## src/rtl/eebl_pkg.sv

```systemverilog
package eebl_pkg;

   localparam int unsigned REG_IDX_W = 3;

   localparam logic [REG_IDX_W-1:0] IDX_LAUNCH = 3'd0;
   localparam logic [REG_IDX_W-1:0] IDX_CTRL   = 3'd1;
   localparam logic [REG_IDX_W-1:0] IDX_ADDR   = 3'd2;
   localparam logic [REG_IDX_W-1:0] IDX_DATA   = 3'd3;
   localparam logic [REG_IDX_W-1:0] IDX_BASE   = 3'd4;

   // control register bit positions (host software decodes these)
   localparam int unsigned CTRL_STORE_BIT = 0;
   localparam int unsigned CTRL_FETCH_BIT = 1;
   localparam int unsigned CTRL_BUSY_BIT  = 2;
   localparam int unsigned LAUNCH_BIT     = 0;

   typedef enum logic [2:0] {
      ST_IDLE,
      ST_FETCH1,
      ST_STORE1,
      ST_REC_LO,
      ST_REC_HI,
      ST_REC_DAT
   } eebl_state_e;

endpackage

```

## src/rtl/eebl_hostregs.sv

```systemverilog
module eebl_hostregs
   import eebl_pkg::*;
#(
   parameter int unsigned EE_AW   = 16,
   parameter int unsigned DW      = 8,
   parameter int unsigned BASE_W  = 9,
   parameter int unsigned HOST_DW = 16
) (
   input  logic                 clk,
   input  logic                 rst_n,
   input  logic                 reg_wr,
   input  logic [REG_IDX_W-1:0] reg_idx,
   input  logic [HOST_DW-1:0]   reg_wdata,
   output logic [HOST_DW-1:0]   reg_rdata,
   input  logic                 busy,
   input  logic                 burst_act,
   input  logic                 fetch_pend,
   input  logic                 store_pend,
   input  logic                 fetch_done,
   input  logic [DW-1:0]        fetch_byte,
   output logic [EE_AW-1:0]     addr_q,
   output logic [DW-1:0]        data_q,
   output logic [BASE_W-1:0]    base_q,
   output logic                 launch_go,
   output logic                 fetch_go,
   output logic                 store_go
);

   logic wr_ok;
   assign wr_ok = reg_wr && !busy;

   assign launch_go = wr_ok && (reg_idx == IDX_LAUNCH) && reg_wdata[LAUNCH_BIT];
   assign fetch_go  = wr_ok && (reg_idx == IDX_CTRL) && reg_wdata[CTRL_FETCH_BIT];
   assign store_go  = wr_ok && (reg_idx == IDX_CTRL) && reg_wdata[CTRL_STORE_BIT]
                      && !reg_wdata[CTRL_FETCH_BIT];

   always_ff @(posedge clk) begin
      if (!rst_n) begin
         addr_q <= '0;
         data_q <= '0;
         base_q <= '0;
      end else begin
         if (wr_ok && (reg_idx == IDX_ADDR)) addr_q <= reg_wdata[EE_AW-1:0];
         if (wr_ok && (reg_idx == IDX_BASE)) base_q <= reg_wdata[BASE_W-1:0];
         if (fetch_done)                     data_q <= fetch_byte;
         else if (wr_ok && (reg_idx == IDX_DATA)) data_q <= reg_wdata[DW-1:0];
      end
   end

   always_comb begin
      reg_rdata = '0;
      if (reg_idx == IDX_LAUNCH)    reg_rdata = HOST_DW'(burst_act);
      else if (reg_idx == IDX_CTRL) reg_rdata = HOST_DW'({busy, fetch_pend, store_pend});
      else if (reg_idx == IDX_ADDR) reg_rdata = HOST_DW'(addr_q);
      else if (reg_idx == IDX_DATA) reg_rdata = HOST_DW'(data_q);
      else if (reg_idx == IDX_BASE) reg_rdata = HOST_DW'(base_q);
   end

   AST_BUSY_LOCK: assert property (@(posedge clk) disable iff (!rst_n)
      (busy && reg_wr) |=> ($stable(addr_q) && $stable(base_q)));

endmodule

```

## src/rtl/eebl_ptr.sv

```systemverilog
module eebl_ptr #(
   parameter int unsigned EE_AW = 16
) (
   input  logic             clk,
   input  logic             rst_n,
   input  logic             load,
   input  logic             step,
   input  logic             touch,
   input  logic [EE_AW-1:0] touch_addr,
   output logic [EE_AW-1:0] ptr
);

   localparam logic [EE_AW-1:0] ONE = EE_AW'(1);

   logic             fresh_q;
   logic [EE_AW-1:0] last_q;

   always_ff @(posedge clk) begin
      if (!rst_n) begin
         fresh_q <= 1'b1;
         last_q  <= '0;
         ptr     <= '0;
      end else begin
         if (load) ptr <= fresh_q ? '0 : last_q + ONE;
         if (step) begin
            last_q  <= ptr;
            ptr     <= ptr + ONE;
            fresh_q <= 1'b0;
         end
         if (touch) begin
            last_q  <= touch_addr;
            fresh_q <= 1'b0;
         end
      end
   end

   AST_FRESH_ZERO: assert property (@(posedge clk) disable iff (!rst_n)
      (load && fresh_q) |=> (ptr == '0));

endmodule

```

## src/rtl/eebl_seq.sv

```systemverilog
module eebl_seq
   import eebl_pkg::*;
#(
   parameter int unsigned EE_AW   = 16,
   parameter int unsigned DW      = 8,
   parameter int unsigned BASE_W  = 9,
   parameter int unsigned MEM_AW  = 24,
   parameter bit          MEM_REG = 1'b1
) (
   input  logic              clk,
   input  logic              rst_n,
   input  logic              launch_go,
   input  logic              fetch_go,
   input  logic              store_go,
   input  logic              ee_ack,
   input  logic [DW-1:0]     ee_rdata,
   input  logic [EE_AW-1:0]  ptr,
   input  logic [EE_AW-1:0]  addr_q,
   input  logic [DW-1:0]     data_q,
   input  logic [BASE_W-1:0] base_q,
   output logic              ee_req,
   output logic              ee_we,
   output logic [EE_AW-1:0]  ee_addr,
   output logic [DW-1:0]     ee_wdata,
   output logic              busy,
   output logic              burst_act,
   output logic              fetch_pend,
   output logic              store_pend,
   output logic              step,
   output logic              touch,
   output logic              fetch_done,
   output logic              mem_we,
   output logic [MEM_AW-1:0] mem_addr,
   output logic [DW-1:0]     mem_wdata
);

   localparam int unsigned LOW_W = MEM_AW - BASE_W;

   eebl_state_e      state_q, state_d;
   logic [DW-1:0]    lo_q;
   logic [LOW_W-1:0] tgt_q;
   logic [EE_AW-1:0] word;
   logic             term_hit, data_hit;

   assign burst_act  = (state_q == ST_REC_LO) || (state_q == ST_REC_HI)
                       || (state_q == ST_REC_DAT);
   assign fetch_pend = (state_q == ST_FETCH1);
   assign store_pend = (state_q == ST_STORE1);
   assign busy       = (state_q != ST_IDLE);

   assign ee_req   = busy;
   assign ee_we    = store_pend;
   assign ee_addr  = burst_act ? ptr : addr_q;
   assign ee_wdata = data_q;

   assign step       = burst_act && ee_ack;
   assign touch      = (fetch_pend || store_pend) && ee_ack;
   assign fetch_done = fetch_pend && ee_ack;

   assign word     = {ee_rdata, lo_q};
   assign term_hit = (state_q == ST_REC_HI) && ee_ack && (&word);
   assign data_hit = (state_q == ST_REC_DAT) && ee_ack;

   always_comb begin
      state_d = state_q;
      unique case (state_q)
         ST_IDLE: begin
            if (fetch_go)       state_d = ST_FETCH1;
            else if (store_go)  state_d = ST_STORE1;
            else if (launch_go) state_d = ST_REC_LO;
         end
         ST_FETCH1, ST_STORE1: if (ee_ack) state_d = ST_IDLE;
         ST_REC_LO:  if (ee_ack) state_d = ST_REC_HI;
         ST_REC_HI:  if (ee_ack) state_d = (&word) ? ST_IDLE : ST_REC_DAT;
         ST_REC_DAT: if (ee_ack) state_d = ST_REC_LO;
         default:    state_d = ST_IDLE;
      endcase
   end

   always_ff @(posedge clk) begin
      if (!rst_n) begin
         state_q <= ST_IDLE;
         lo_q    <= '0;
         tgt_q   <= '0;
      end else begin
         state_q <= state_d;
         if ((state_q == ST_REC_LO) && ee_ack) lo_q <= ee_rdata;
         if ((state_q == ST_REC_HI) && ee_ack) tgt_q <= word[LOW_W-1:0];
      end
   end

   generate
      if (MEM_REG) begin : g_mem_reg
         always_ff @(posedge clk) begin
            if (!rst_n) begin
               mem_we    <= 1'b0;
               mem_addr  <= '0;
               mem_wdata <= '0;
            end else begin
               mem_we <= data_hit;
               if (data_hit) begin
                  mem_addr  <= {base_q, tgt_q};
                  mem_wdata <= ee_rdata;
               end
            end
         end
      end else begin : g_mem_comb
         assign mem_we    = data_hit;
         assign mem_addr  = {base_q, tgt_q};
         assign mem_wdata = ee_rdata;
      end
   endgenerate

   AST_REQ_HOLD: assert property (@(posedge clk) disable iff (!rst_n)
      (ee_req && !ee_ack) |=> (ee_req && $stable(ee_addr) && $stable(ee_we)
                               && $stable(ee_wdata)));
   AST_MEM_PULSE: assert property (@(posedge clk) disable iff (!rst_n)
      mem_we |=> !mem_we);
   AST_TERM_QUIET: assert property (@(posedge clk) disable iff (!rst_n)
      term_hit |=> (!busy && !mem_we));
   AST_FETCH_ISSUE: assert property (@(posedge clk) disable iff (!rst_n)
      (!busy && fetch_go) |=> (ee_req && !ee_we));

endmodule

```

## src/rtl/eeprom_burst_loader.sv

```systemverilog
module eeprom_burst_loader
   import eebl_pkg::*;
#(
   parameter int unsigned EE_AW   = 16,
   parameter int unsigned DW      = 8,
   parameter int unsigned BASE_W  = 9,
   parameter int unsigned MEM_AW  = 24,
   parameter int unsigned HOST_DW = 16,
   parameter bit          MEM_REG = 1'b1
) (
   input  logic                 clk,
   input  logic                 rst_n,
   input  logic                 reg_wr,
   input  logic [REG_IDX_W-1:0] reg_idx,
   input  logic [HOST_DW-1:0]   reg_wdata,
   output logic [HOST_DW-1:0]   reg_rdata,
   output logic                 ee_req,
   output logic                 ee_we,
   output logic [EE_AW-1:0]     ee_addr,
   output logic [DW-1:0]        ee_wdata,
   input  logic [DW-1:0]        ee_rdata,
   input  logic                 ee_ack,
   output logic                 mem_we,
   output logic [MEM_AW-1:0]    mem_addr,
   output logic [DW-1:0]        mem_wdata
);

   localparam int unsigned LOW_W = MEM_AW - BASE_W;

   generate
      if (EE_AW != 2 * DW) begin : g_bad_word
         $error("EE_AW must equal two data bytes");
      end
      if (BASE_W >= MEM_AW || LOW_W >= EE_AW) begin : g_bad_split
         $error("base/offset split must drop at least one offset bit");
      end
      if (HOST_DW < EE_AW || HOST_DW < BASE_W || HOST_DW < 3) begin : g_bad_host
         $error("host data width too narrow for register contents");
      end
   endgenerate

   logic [EE_AW-1:0]  addr_q, ptr;
   logic [DW-1:0]     data_q;
   logic [BASE_W-1:0] base_q;
   logic launch_go, fetch_go, store_go;
   logic busy, burst_act, fetch_pend, store_pend;
   logic step, touch, fetch_done;

   eebl_hostregs #(
      .EE_AW(EE_AW), .DW(DW), .BASE_W(BASE_W), .HOST_DW(HOST_DW)
   ) u_regs (
      .clk(clk), .rst_n(rst_n),
      .reg_wr(reg_wr), .reg_idx(reg_idx), .reg_wdata(reg_wdata), .reg_rdata(reg_rdata),
      .busy(busy), .burst_act(burst_act), .fetch_pend(fetch_pend), .store_pend(store_pend),
      .fetch_done(fetch_done), .fetch_byte(ee_rdata),
      .addr_q(addr_q), .data_q(data_q), .base_q(base_q),
      .launch_go(launch_go), .fetch_go(fetch_go), .store_go(store_go)
   );

   eebl_ptr #(.EE_AW(EE_AW)) u_ptr (
      .clk(clk), .rst_n(rst_n),
      .load(launch_go), .step(step), .touch(touch), .touch_addr(addr_q),
      .ptr(ptr)
   );

   eebl_seq #(
      .EE_AW(EE_AW), .DW(DW), .BASE_W(BASE_W), .MEM_AW(MEM_AW), .MEM_REG(MEM_REG)
   ) u_seq (
      .clk(clk), .rst_n(rst_n),
      .launch_go(launch_go), .fetch_go(fetch_go), .store_go(store_go),
      .ee_ack(ee_ack), .ee_rdata(ee_rdata),
      .ptr(ptr), .addr_q(addr_q), .data_q(data_q), .base_q(base_q),
      .ee_req(ee_req), .ee_we(ee_we), .ee_addr(ee_addr), .ee_wdata(ee_wdata),
      .busy(busy), .burst_act(burst_act), .fetch_pend(fetch_pend), .store_pend(store_pend),
      .step(step), .touch(touch), .fetch_done(fetch_done),
      .mem_we(mem_we), .mem_addr(mem_addr), .mem_wdata(mem_wdata)
   );

endmodule

```

## config.mk

```make
export PLATFORM = sky130hd
export DESIGN_NAME = eeprom_burst_loader
export DESIGN_NICKNAME = d
export VERILOG_FILES = /design/src/rtl/eebl_pkg.sv /design/src/rtl/eebl_hostregs.sv /design/src/rtl/eebl_ptr.sv /design/src/rtl/eebl_seq.sv /design/src/rtl/eeprom_burst_loader.sv
export SDC_FILE = /design/constraint.sdc
export NUM_CORES = 1
export LEC_CHECK = 0
export BUFFER_PORTS_ARGS = -buffer_cell sky130_fd_sc_hd__buf_2
export CORE_ASPECT_RATIO = 2
export CORE_MARGIN = 1
export CORE_UTILIZATION = 28
export DETAILED_ROUTE_END_ITERATION = 10
export SETUP_SLACK_MARGIN = 0.2
export SYNTH_ARGS = -nofsm -noshare
export SYNTH_HDL_FRONTEND = slang
export SYNTH_HIERARCHICAL = 1
export SYNTH_SLANG_ARGS = --single-unit
```

## constraint.sdc

```tcl
create_clock -name clk -period 3.1 [get_ports clk]
set_input_delay 0.62 -clock clk [delete_from_list [all_inputs] [get_ports clk]]
set_output_delay 0.62 -clock clk [all_outputs]
set_load 0.05 [all_outputs]
```

==> results.md <==
* HPWL Detailed at 16.0 mm
* Asr flop ratio synth at 0%
* Syn Inst Count at 778
* Tot GR Track Use at 18.5%
* Slew Viols, Final at 0
* Port bufs at 105
* Ports at 106
* Iteration-0 DRC Markers at 294
* Die Ht at 217 um
* Final Net Count at 888
* Overflow left after global routing at 0
* DIE AREA at 23700 um^2
* Leak pwr at 2.98 nW
* Max VDD drop at 432 uV
* Crit Path Class: reg2out
* First-pass GRT wire length at 32.7 mm
* ANT cells at 0
* Reg2reg setup slack at 0.47 ns
* Largest cells by area after synthesis: dfxtp_1, nand2_1, a21boi_0, mux2i_1, a21oi_1
* Crit-path cells: and3b_1 > or2_4 > buf_4 > mux2_4 > buf_2
* Post-route cell area at 7700 um^2
* Post-route DRC at 0
* Placed Instance Area at 7110 um^2
* Crit path time final at 2.78 ns
* Largest net degree at the start of global routing at 79
* Core area at 22600 um^2
* Setup TNS at 0 ns
* Synth area leader: dfxtp_1
* # clock sinks at 125
* Proportion of layout cells with a drive suffix above 1 at 22.6%
* Worst Setup Start Kind: register
* Yosys cell types at 64
* Fmax at 0.359 GHz
* Slowest cell delay on critical path at 0.45 ns
* Synth Warn # at 6
* Via count at 5923
* Via/cell ratio at 5.16
* Rel. slew slack at 56.6%
* WP buf/inv at 2
* Capturing point of the worst reg2reg path: u_seq/state_q[0]$_SDFFE_PN0P_
* DR pass1 iterations at 5
* Power per cell area at 672 nW/um^2
* Antenna viol nets, final at 0
* Total CTS buffers at 17
* Setup Viol. Count Final at 0
* Cell Rows at 78
* Number of flops mapped to enable cells by yosys at 0
* Fillers at 2434
* Util after Layout at 34.0%
* Synth Area per Inst at 8.29 um^2
* Top post-synthesis cells by count: dfxtp_1, nand2_1, a21boi_0
* CTS HTree Levels at 4
* Final Hold Viols at 0
* CP delay by family, top: simple AND/OR/NAND/NOR gates
* Die boundary width at 109 um
* Dominant synthesized flop cell: dfxtp_1
* WP data arrival at 2.16 ns
* Final period utilization at 89.8%
* Mapped Nets at 811
* CTS tree: yes
* Post-synthesis sequential area ratio at 38.8%
* Clock Pin Slew Worst Setup and Hold Paths at 0.06 ns
* Max Buffers Root-to-Sink at 2
* Hold Crit Class: reg2reg
* Wirelength per Cell at 18.4 um
* Worst Path Required at 2.48 ns
* Vias in the first global route at 5950
* R2R cell count at 10
* Fin Hold WS at 0.452 ns
* Crit Path Max Fanout at 12
* Hold wc startpoint: u_seq/mem_addr[9]$_SDFFE_PN0P_
* Initial antenna violation count at 1
* Initial Util at 28.5%
* GP Congestion at 0.896
* CP max stage cell: dfxtp_1
* Post-Route WL at 21.1 mm
* Hold Crit Endpoint: u_seq/mem_addr[9]$_SDFFE_PN0P_
* Register bit total from synthesis at 125
* Clock root cell: clkbuf_16
* RSZ-0062 raised after global routing: false
* Status: finished, final reports clean
* Worst hold stages at 2
* Top cell type's share of synthesized area at 38.8%
* R2R Path Start: u_seq/state_q[0]$_SDFFE_PN0P_
* Area growth from synthesis to layout at 19.4%
* Actual slew at the worst max-slew pin at 0.650 ns
* Worst-Skew Late Latency at 0.41 ns
* Clock skew at 0.00814 ns
* Crit. End Element: primary output
* Maxcap violations at 0
* Cell Area, Synth at 6450 um^2
## cell usage in the layout, fill, tap and decap left out, drive strengths merged, types with 11 or more instances in the layout
cell,Yosys,final
buf,38,128
nand2,125,125
dfxtp,125,125
a21boi,81,81
o21ai,58,58
nor2,49,49
a21oi,41,41
nand3,37,37
mux2i,27,27
clkbuf,32,18
mux2,18,18
nand4,13,13
and2,13,13
a31oi,11,11
## worst max-delay path by stage
| stage | from | endpoint | slack, ns | depth (start not counted) |
|---|---|---|---|---|
| 5_1_grt | u_seq/state_q[2]$_SDFFE_PN0P_ | ee_addr[6] | 0.22 | 5 |
| 4_1_cts | u_seq/state_q[2]$_SDFFE_PN0P_ | ee_addr[6] | 0.21 | 5 |
| 3_3_place_gp | reg_idx[0] | u_seq/state_q[0]$_SDFFE_PN0P_ | 0.48 | 8 |
| 2_1_floorplan | u_seq/state_q[0]$_SDFFE_PN0P_ | reg_rdata[0] | 0.26 | 7 |
| 3_5_place_dp | u_seq/state_q[1]$_SDFFE_PN0P_ | ee_addr[6] | 0.46 | 5 |
| 6_report | u_seq/state_q[2]$_SDFFE_PN0P_ | ee_addr[7] | 0.32 | 5 |
## registers in the layout, indices dropped and copies added, names as in the netlist
| name | cells |
|---|---|
| u_ptr/last_q | 16 |
| u_regs/data_q | 8 |
| u_seq/tgt_q | 15 |
| u_seq/mem_addr | 24 |
| u_ptr/fresh_q | 1 |
| u_seq/mem_we | 1 |
| u_ptr/ptr | 16 |
| u_regs/base_q | 9 |
| u_seq/lo_q | 8 |
| u_seq/state_q | 3 |
| u_regs/addr_q | 16 |
| u_seq/mem_wdata | 8 |
## metrics by stage
stage	setup slack [ns]	instances	power, mW
6_report	0.317	1147	5.18
5_1_grt	0.215	1147	5.39
4_1_cts	0.209	1147	5.22
3_5_place_dp	0.457	1116	3.24
2_1_floorplan	0.256	778	2.97
3_3_place_gp	0.484	1116	3.23
## worst min-delay path, cell delays in order, from the launching register on
cell and delay (ns):
dfxtp_1 0.30, nand2_1 0.05, a21boi_1 0.05
## routing by layer
metal	global-route usage (%)	up-vias	routed length [um]
li1	-	2897	-
met1	18.0	2827	7710
met2	35.7	150	11800
met5	0	-	10
met4	8.98	2	805
met3	3.52	47	810
## kinds of logic (layout without fill, tap and decap cells)
family / count (synthesis) / count (layout) / synth area share (%)
xor gates and xnor gates: 11 / 11 / 1.49
buffers and inverters: 74 / 163 / 6.29
and+or+nand+nor: 289 / 289 / 21.5
adders and majority gates: 2 / 2 / 0.388
muxes: 45 / 45 / 7.80
AOI/OAI and AO/OA: 232 / 232 / 23.7
DFF: 125 / 125 / 38.8
## final cells by class
class	instances	area (um^2)	share of cell area (%)
Inverter	4	15.0	0.195
Sequential cell	125	2500	32.5
Clock inverter	13	143	1.85
Timing Repair Buffer	128	698	9.07
Tap cell	280	350	4.55
Multi-Input combinational cell	579	3550	46.1
Clock buffer	18	439	5.70
## report_power, final
group	total (mW)	switching, mW	leakage, nW	internal, mW
Sequential	1.82	0.117	1.01	1.70
Combinational	1.39	0.962	1.70	0.432
Clock	1.96	0.757	0.271	1.20
Total	5.18	1.84	2.98	3.34
## repair_timing
action,CTS,global route
endpoints found under the setup margin,13,11
setup buffers,0,0
resized for setup,1,2
hold buffers,0,0
No activity file was read; power rests on OpenSTA's default activity.
